## src/rtl/unlock_seq_pkg.sv

```systemverilog
package unlock_seq_pkg;
  localparam int KEY_N  = 7;
  localparam int KEY_W  = 8;
  localparam int STEP_W = $clog2(KEY_N + 1);

  function automatic logic [KEY_W-1:0] key_value(input int unsigned idx);
    logic [KEY_W-1:0] v;
    case (idx)
      0: v = 8'hC6;
      1: v = 8'h9A;
      2: v = 8'h59;
      3: v = 8'hA3;
      4: v = 8'h57;
      5: v = 8'h67;
      6: v = 8'hD2;
      default: v = '0;
    endcase
    return v;
  endfunction
endpackage

```

## src/rtl/unlock_addr_dec.sv

```systemverilog
module unlock_addr_dec
  import unlock_seq_pkg::*;
#(
  parameter int ADDR_W = 8,
  parameter int BASE   = 4
) (
  input  logic [ADDR_W-1:0] addr_i,
  output logic              hit_o,
  output logic [STEP_W-1:0] idx_o
);
  localparam logic [ADDR_W-1:0] BaseA = ADDR_W'(BASE);
  localparam logic [ADDR_W-1:0] SpanA = ADDR_W'(KEY_N * 4);

  logic [ADDR_W-1:0] off;

  assign off   = addr_i - BaseA;
  assign hit_o = (addr_i[1:0] == 2'b00) && (addr_i >= BaseA) && (off < SpanA);
  assign idx_o = off[STEP_W+1:2];
endmodule

```

## src/rtl/unlock_key_bank.sv

```systemverilog
module unlock_key_bank
  import unlock_seq_pkg::*;
#(
  parameter int DATA_W = 32
) (
  input  logic              clk_i,
  input  logic              rst_ni,
  input  logic              we_i,
  input  logic [STEP_W-1:0] widx_i,
  input  logic [KEY_W-1:0]  wbyte_i,
  input  logic              rhit_i,
  input  logic [STEP_W-1:0] ridx_i,
  output logic [DATA_W-1:0] rdata_o
);
  logic [KEY_W-1:0] key_q [KEY_N];

  for (genvar g = 0; g < KEY_N; g++) begin : g_key
    always_ff @(posedge clk_i or negedge rst_ni) begin
      if (!rst_ni)                                    key_q[g] <= '0;
      else if (we_i && (widx_i == STEP_W'(g)))        key_q[g] <= wbyte_i;
    end
  end

  always_comb begin
    rdata_o = '0;
    for (int i = 0; i < KEY_N; i++) begin
      if (rhit_i && (ridx_i == STEP_W'(i))) rdata_o = DATA_W'(key_q[i]);
    end
  end
endmodule

```

## src/rtl/unlock_tracker.sv

```systemverilog
module unlock_tracker
  import unlock_seq_pkg::*;
(
  input  logic              clk_i,
  input  logic              rst_ni,
  input  logic              key_we_i,
  input  logic [STEP_W-1:0] key_idx_i,
  input  logic [KEY_W-1:0]  key_byte_i,
  output logic [STEP_W-1:0] progress_o,
  output logic              unlocked_o
);
  localparam logic [STEP_W-1:0] Done = STEP_W'(KEY_N);

  logic [STEP_W-1:0] prog_q;
  logic              match;

  assign match = (key_idx_i == prog_q) &&
                 (key_byte_i == key_value(int'(prog_q)));

  always_ff @(posedge clk_i or negedge rst_ni) begin
    if (!rst_ni) prog_q <= '0;
    else if (key_we_i && (prog_q != Done)) begin
      // any miss, wrong byte or wrong slot, restarts the series
      prog_q <= match ? prog_q + 1'b1 : '0;
    end
  end

  assign progress_o = prog_q;
  assign unlocked_o = (prog_q == Done);
endmodule

```

## src/rtl/unlock_seq.sv

```systemverilog
module unlock_seq
  import unlock_seq_pkg::*;
#(
  parameter int ADDR_W = 8,
  parameter int DATA_W = 32,
  parameter int BASE   = 4
) (
  input  logic              clk_i,
  input  logic              rst_ni,
  input  logic              wr_en_i,
  input  logic [ADDR_W-1:0] wr_addr_i,
  input  logic [DATA_W-1:0] wr_data_i,
  input  logic [ADDR_W-1:0] rd_addr_i,
  output logic [DATA_W-1:0] rd_data_o,
  output logic [STEP_W-1:0] progress_o,
  output logic              unlocked_o
);
  logic              w_hit, r_hit;
  logic [STEP_W-1:0] w_idx, r_idx;
  logic              key_we;

  unlock_addr_dec #(.ADDR_W(ADDR_W), .BASE(BASE)) u_wdec (
    .addr_i(wr_addr_i), .hit_o(w_hit), .idx_o(w_idx)
  );

  unlock_addr_dec #(.ADDR_W(ADDR_W), .BASE(BASE)) u_rdec (
    .addr_i(rd_addr_i), .hit_o(r_hit), .idx_o(r_idx)
  );

  assign key_we = wr_en_i && w_hit;

  unlock_key_bank #(.DATA_W(DATA_W)) u_bank (
    .clk_i(clk_i), .rst_ni(rst_ni),
    .we_i(key_we), .widx_i(w_idx), .wbyte_i(wr_data_i[KEY_W-1:0]),
    .rhit_i(r_hit), .ridx_i(r_idx), .rdata_o(rd_data_o)
  );

  unlock_tracker u_trk (
    .clk_i(clk_i), .rst_ni(rst_ni),
    .key_we_i(key_we), .key_idx_i(w_idx), .key_byte_i(wr_data_i[KEY_W-1:0]),
    .progress_o(progress_o), .unlocked_o(unlocked_o)
  );
endmodule

```

## config.mk

```make
export PLATFORM = sky130hd
export DESIGN_NAME = unlock_seq
export DESIGN_NICKNAME = d
export VERILOG_FILES = /design/src/rtl/unlock_seq_pkg.sv /design/src/rtl/unlock_addr_dec.sv /design/src/rtl/unlock_key_bank.sv /design/src/rtl/unlock_tracker.sv /design/src/rtl/unlock_seq.sv
export SDC_FILE = /design/constraint.sdc
export NUM_CORES = 1
export LEC_CHECK = 0
export BUFFER_PORTS_ARGS = -buffer_cell sky130_fd_sc_hd__buf_4
export CAP_MARGIN = 20
export CORE_MARGIN = 2
export CORE_UTILIZATION = 32
export CTS_CLUSTER_DIAMETER = 50
export DETAILED_ROUTE_END_ITERATION = 10
export GPL_ROUTABILITY_DRIVEN = 0
export PLACE_DENSITY = 0.49
export RECOVER_POWER = 100
export SETUP_SLACK_MARGIN = 0.15
export SYNTH_ARGS = -nofsm -noshare
export SYNTH_HDL_FRONTEND = slang
export SYNTH_SLANG_ARGS = --single-unit
```

## constraint.sdc

```tcl
create_clock -name clk_i -period 2.9 [get_ports clk_i]
set_input_delay 0.58 -clock clk_i [delete_from_list [all_inputs] [get_ports clk_i]]
set_output_delay 0.58 -clock clk_i [all_outputs]
set_load 0.02 [all_outputs]
```

==> results.json, run 1 <==
{
  "path_common_cell": "or4_4",
  "area_delta_synth_final_pct": 19.92,
  "worst_r2r_endpoint": "u_trk.progress_o[2]",
  "tns_ns": -0.2285,
  "tritoncts_num_sinks": 59,
  "post-dp-hpwl_mm": 6.388,
  "count_of_mapped_cells_out_of_synthesis": 350,
  "synth-seq-area-share": 0.4094,
  "synth_enable_flop_cells": 0,
  "synth_warnings": 0,
  "power_per_cell_area_nw_per_um2": 525.4,
  "ff_to_ff_setup_slack_ns": 0.44,
  "post-route-drc-count": 0,
  "drv_slew": 60,
  "clock_skew_ns": 0.0001934,
  "multi_input_comb_area_um2": 1926,
  "critPathSlowestCell": "or4_4",
  "share_of_final_layout_standard_cells_stronger_than_drive_strength_1": 0.3182,
  "max_slew.worst_pin.slew_ns": 1.552,
  "reg_clk_slew_reported_paths_ns": 0.06,
  "wl_per_cell_um": 16.67,
  "first_iter_violations": 116,
  "coreArea_um2": 10940,
  "most_used_flip_flop_cell_after_synthesis": "dfrtp_1",
  "r2r.worst_path.cells": 6,
  "first_global_vias": 2557,
  "power.leakage_nw": 1.999,
  "antennaDiodeCount": 0,
  "irDropWorstVdd_v": 0.0003400,
  "grt_pass1_wl_mm": 14.38,
  "number_of_synthesized_register_bits": 59,
  "remaining_max_slew_budget_at_the_tightest_pin": -0.03461,
  "chipHeight_um": 110.2,
  "outcome": "finished with violations",
  "cts_root_buffer": "clkbuf_16",
  "layout_worst_path_cycle_share": 1.020,
  "nFillCells": 1084,
  "grt-ovfl-total": 0,
  "power_mw": 2.272,
  "timing.critical_path.cells": "buf_6, or4_4, or4_4, o22a_1, o22ai_1, a21oi_1, buf_4",
  "syn_area_per_cell_um2": 10.30,
  "violated_checks": "max-capacitance violations, max-slew violations, negative setup slack",
  "maxCapViolCount": 1,
  "synth_cell_types": 47,
  "critPathMaxFanout": 6,
  "die_w_um": 110.2,
  "floorplan.initialDensity": 0.3297,
  "setup_viol": 6,
  "achievable-frequency_ghz": 0.3381,
  "layout.area.seq_um2": 1476,
  "die-area_um2": 12130,
  "regToRegStartpoint": "u_trk.progress_o[0]",
  "site_row_count": 38,
  "viasPerCell": 4.983,
  "io_pins": 87,
  "vias": 2671,
  "holdPathEnd": "u_bank.key_q[26]",
  "hold_path.class": "flop to flop",
  "end_kind": "output pin",
  "hold_viol_final": 0,
  "port_buffer_cells": 38,
  "synth-async-reset-ratio": 1.000,
  "antenna_violating_nets_left": 0,
  "min-delay-start": "u_bank.key_q[26]",
  "aggregate_routed_wire_length_mm": 8.935,
  "cts_made_buffers": 9,
  "worst-setup-path-type": "input port to output pin",
  "antenna_violations_before_repair": 0,
  "tritoncts": "yes",
  "pre_cts_ws_ns": -0.2250,
  "slowest_delay_ns": 0.54,
  "synth.cell_area_um2": 3606,
  "worst_skew_pair.late_latency_ns": 0.33,
  "dr.pass1.iters": 4,
  "finish.utilization": 0.3954,
  "signal_arrival_time_at_the_worst_endpoint_ns": 2.38,
  "cts_post_setup_buffers_inserted": 0,
  "grt_setup_unrepaired": "yes",
  "worst_setup_path_start_kind": "input port",
  "grt_max_degree": 60,
  "final.hold.worst_slack_ns": 0.4923,
  "grt_use_total": 0.1593,
  "max-clock-path-buffers": 2,
  "cp_data_required_time_ns": 2.32,
  "hold_path_depth": 1,
  "finalNetCount": 452,
  "crit_path_time_final_ns": 2.958,
  "ctsHtreeMaxLevel": 3,
  "setup_ws_ns": -0.05802
}
## worst max-delay path, delay by kind of cell
family                 cells  cell delay [ns]
AO/OA/AOI/OAI              3             0.53
AND/OR/NAND/NOR            2             1.02
buffers and inverters      2             0.25
## power by group
group | internal, mW | switching, mW
clock | 0.757 | 0.398
combinational | 0.0945 | 0.138
sequential | 0.865 | 0.0200
total | 1.72 | 0.556
## layer usage
layer / routed length (µm) / track usage / share of wire / vias up
met3: 328 / 0.04056 / 0.037 / 8
li1: - / - / - / 1292
met5: 0 / 0 / 0 / -
met4: 106 / 0.03661 / 0.012 / 0
met1: 4171 / 0.2121 / 0.47 / 1313
met2: 4329 / 0.2607 / 0.48 / 58
## sequential cells by signal, indices dropped and copies added (netlist names)
signal            flops
u_trk.progress_o      3
u_bank.key_q         56
## how the worst max path moves through the flow
| stage | start | end | slack (ns) |
|---|---|---|---|
| after floorplan | rd_addr_i[3] | rd_data_o[2] | 0.11 |
| after global placement | rd_addr_i[1] | rd_data_o[0] | -0.21 |
| after detailed placement | rd_addr_i[1] | rd_data_o[0] | -0.22 |
| after CTS | rd_addr_i[1] | rd_data_o[4] | -0.07 |
| after global routing | rd_addr_i[1] | rd_data_o[3] | -0.10 |
| final | rd_addr_i[1] | rd_data_o[1] | -0.06 |
## synthesized netlist by cell type (6+ instances only)
master / n / area share
a21oi_1: 30 / 0.042
buf_4: 24 / 0.050
clkbuf_1: 17 / 0.018
dfrtp_1: 59 / 0.41
ha_1: 10 / 0.035
inv_1: 15 / 0.016
mux2_2: 54 / 0.17
nand2_1: 20 / 0.021
nand2_2: 7 / 0.012
nand2b_1: 13 / 0.023
nand3b_1: 13 / 0.027
nor2b_1: 9 / 0.016
o21ai_0: 6 / 0.0083
o22a_1: 6 / 0.015
o22ai_1: 6 / 0.010
## kinds of logic after synthesis
family                     after synthesis  share of synthesized area
and+or+nand+nor                         84                     0.1360
DFF                                     59                     0.4094
muxes                                   58                     0.1804
buffers and inverters                   59                    0.08640
AOI/OAI and AO/OA                       73                     0.1374
adders and majority gates               10                    0.03470
xor gates and xnor gates                 6                    0.01458
other                                    1                   0.001040
## cells in the final DEF, fill, tap and decap left out, types with 3 or more instances in the layout
| master | synthesis | routed |
|---|---|---|
| nand2b_1 | 13 | 13 |
| clkinvlp_4 | 0 | 3 |
| clkbuf_16 | 0 | 9 |
| xor2_1 | 3 | 3 |
| nor4_1 | 3 | 3 |
| o21ai_0 | 6 | 6 |
| o31ai_1 | 3 | 3 |
| xnor2_1 | 3 | 3 |
| dfrtp_1 | 59 | 59 |
| ha_1 | 10 | 10 |
| o22a_1 | 6 | 6 |
| nand2_1 | 20 | 27 |
| nor2b_1 | 9 | 8 |
| clkbuf_1 | 17 | 6 |
| nand3b_1 | 13 | 13 |
| o22ai_1 | 6 | 3 |
| o22ai_2 | 0 | 3 |
| a21o_1 | 5 | 5 |
| inv_1 | 15 | 15 |
| buf_4 | 24 | 42 |
| a221oi_1 | 3 | 3 |
| a21oi_1 | 30 | 28 |
| conb_1 | 1 | 24 |
| nor2_1 | 5 | 5 |
| mux2_2 | 54 | 54 |
## what timing repair did
action	CTS	global route
pin swaps	2	5
endpoints found under the setup margin	8	7
hold buffers	0	0
gates resized for setup	6	5
## cell type report
| class | count | share of cell area |
|---|---|---|
| Tap cell | 140 | 0.04051 |
| Multi-Input combinational cell | 255 | 0.4453 |
| Timing Repair Buffer | 51 | 0.08449 |
| Clock inverter | 7 | 0.02315 |
| Inverter | 15 | 0.01302 |
| Clock buffer | 9 | 0.05208 |
| Sequential cell | 59 | 0.3414 |
## through the flow
stage | instance area, µm² | cells
floorplan | 3702 | 373
global placement | 4004 | 520
detailed placement | 4004 | 520
CTS | 4367 | 536
global route | 4324 | 536
finish | 4324 | 536
Note: power is estimated with default switching activity, not from simulation.
==> run 2: changes to the inputs <==
==> constraint.sdc (replaced) <==
create_clock -name clk_i -period 2.9 [get_ports clk_i]
set_input_delay 0.87 -clock clk_i [delete_from_list [all_inputs] [get_ports clk_i]]
set_output_delay 0.87 -clock clk_i [all_outputs]
set_load 0.02 [all_outputs]
==> run 2 against run 1 <==
Compared with the run above:
- the flow finishes with violations (negative setup slack)
- count of clock-buffer cells in the layout increased by 3
- die area unchanged
- flip-flop and latch count unchanged
- sequential share of layout area decreased by 1.0 points
==> results.json, run 2 (synthesis results as in run 1) <==
{
  "outcome": "finished with violations",
  "violated_checks": "negative setup slack",
  "max_slew.worst_pin.slew_ns": 1.476,
  "part_of_the_power_in_combinational_logic": 0.117,
  "maxCapViolCount": 0,
  "cp_data_required_time_ns": 2.03,
  "hold_path.class": "flop to flop",
  "numPlacedInstances": 531,
  "final.hold.worst_slack_ns": 0.4986,
  "layout_worst_path_cycle_share": 1.234,
  "worst_r2r_endpoint": "u_trk.progress_o[2]",
  "pwr-share-clk": 0.466,
  "dr.pass1.iters": 4,
  "hold_path_depth": 1,
  "post-dp-hpwl_mm": 6.345,
  "signal_arrival_time_at_the_worst_endpoint_ns": 2.71,
  "aggregate_routed_wire_length_mm": 8.876,
  "die_w_um": 110.2,
  "grt_setup_unrepaired": "yes",
  "placed_cell_area_um2": 4129,
  "worst-setup-path-type": "input port to output pin",
  "nFillCells": 1135,
  "hold_viol_final": 0,
  "remaining_max_slew_budget_at_the_tightest_pin": 0.01618,
  "achievable-frequency_ghz": 0.2794,
  "antennaDiodeCount": 0,
  "irDropWorstVdd_v": 0.0002492,
  "grt_use_total": 0.1576,
  "cell_internal_pwr_mw": 1.591,
  "share_seq_of_total_power": 0.417,
  "worst_skew_pair.late_latency_ns": 0.33,
  "ff_to_ff_setup_slack_ns": 0.42,
  "layout.cells.most_common_list": "59 x dfrtp_1, 54 x mux2_2, 42 x buf_4",
  "holdBufCountCts": 0,
  "drv_slew": 0,
  "clock_skew_ns": 0.00009598,
  "share_of_final_layout_standard_cells_stronger_than_drive_strength_1": 0.3554,
  "largest_register_ffs": 56,
  "tritoncts_num_sinks": 59,
  "max-clock-path-buffers": 2,
  "finalNetCount": 464,
  "reg_clk_slew_reported_paths_ns": 0.05,
  "cts_root_buffer": "clkbuf_16",
  "post-route-drc-count": 0,
  "pre_cts_ws_ns": -0.8017,
  "vias": 2712,
  "layout.cells.most_common": "dfrtp_1",
  "io_pins": 87,
  "coreArea_um2": 10940,
  "grt-ovfl-total": 0,
  "grt_max_degree": 60,
  "chipHeight_um": 110.2,
  "grt_pass1_wl_mm": 14.11,
  "setup_viol": 8,
  "antenna_violating_nets_left": 0,
  "cts_made_buffers": 9,
  "critPathMaxFanout": 6,
  "wl_per_cell_um": 16.20,
  "ctsHtreeMaxLevel": 3,
  "first_global_vias": 2661,
  "floorplan.initialDensity": 0.3297,
  "finalNonFillerCells": 548,
  "worst_setup_path_start_kind": "input port",
  "tritoncts": "yes",
  "min-delay-start": "u_bank.key_q[26]",
  "p_switching_uw": 531.4,
  "regToRegStartpoint": "u_trk.progress_o[1]",
  "end_kind": "output pin",
  "r2r.worst_path.cells": 7,
  "viasPerCell": 4.949,
  "site_row_count": 38,
  "first_iter_violations": 155,
  "antenna_violations_before_repair": 0,
  "holdPathEnd": "u_bank.key_q[26]",
  "power_per_cell_area_nw_per_um2": 475.7,
  "largest_register": "u_bank.key_q",
  "die-area_um2": 12130,
  "power_switching_share": 0.2504,
  "setup_ws_ns": -0.6797,
  "crit_path_time_final_ns": 3.580,
  "area_delta_synth_final_pct": 23.70,
  "tns_ns": -4.828,
  "power.leakage_nw": 2.053,
  "final_cell_area_um2": 4461,
  "port_buffer_cells": 38
}
-- run 2: final cells by class --
class,instances,area [µm²],area share
tap,140,175.2,0.03927
clock buffer,12,256.5,0.05750
inverter,15,56.30,0.01262
timing repair buffer,63,485.5,0.1088
clock inverter,4,25.02,0.005610
sequential,59,1476,0.3310
multi-input combinational,255,1986,0.4452
-- run 2: worst max-delay path by stage --
stage / depth (start not counted) / to / from
final: 7 / rd_data_o[1] / rd_addr_i[1]
after global routing: 7 / rd_data_o[4] / rd_addr_i[1]
after CTS: 7 / rd_data_o[4] / rd_addr_i[1]
after detailed placement: 7 / rd_data_o[4] / rd_addr_i[1]
after global placement: 7 / rd_data_o[4] / rd_addr_i[1]
after floorplan: 6 / rd_data_o[0] / rd_addr_i[1]
-- run 2: metrics by stage --
step                total power [mW]  utilization
floorplan                      1.063            -
global placement               1.141       0.3776
detailed placement             1.145       0.3776
CTS                            2.153       0.4088
global route                   2.217       0.4079
finish                         2.122       0.4079
-- run 2: worst max-delay path, stage by stage --
cell     delay [ns]
buf_6          0.09
or4_4          0.57
or4_4          0.48
o22a_1         0.26
o22ai_2        0.22
a21oi_2        0.08
buf_6          0.13
-- run 2: timing repair --
| action | CTS | global route |
|---|---|---|
| pin swaps | 4 | 6 |
| resized for setup | 12 | 9 |
| buffers inserted | 0 | 1 |
| setup endpoints to repair | 8 | 8 |
-- run 2: power by group through the flow --
stage          Clock, mW  Sequential [mW]  Combinational [mW]
2_1_floorplan          0            0.892               0.171
3_3_place_gp           0            0.897               0.244
3_5_place_dp           0            0.898               0.246
4_1_cts             1.02            0.884               0.252
5_1_grt             1.05            0.889               0.275
6_report           0.989            0.885               0.248
-- run 2: routing by layer --
metal | vias up | share of wire | routed length (µm) | track usage
li1 | 1303 | - | - | -
met1 | 1337 | 0.47 | 4162 | 0.2104
met2 | 63 | 0.48 | 4268 | 0.2515
met3 | 9 | 0.038 | 341 | 0.03939
met4 | 0 | 0.012 | 104 | 0.04911
met5 | - | 0 | 0 | 0
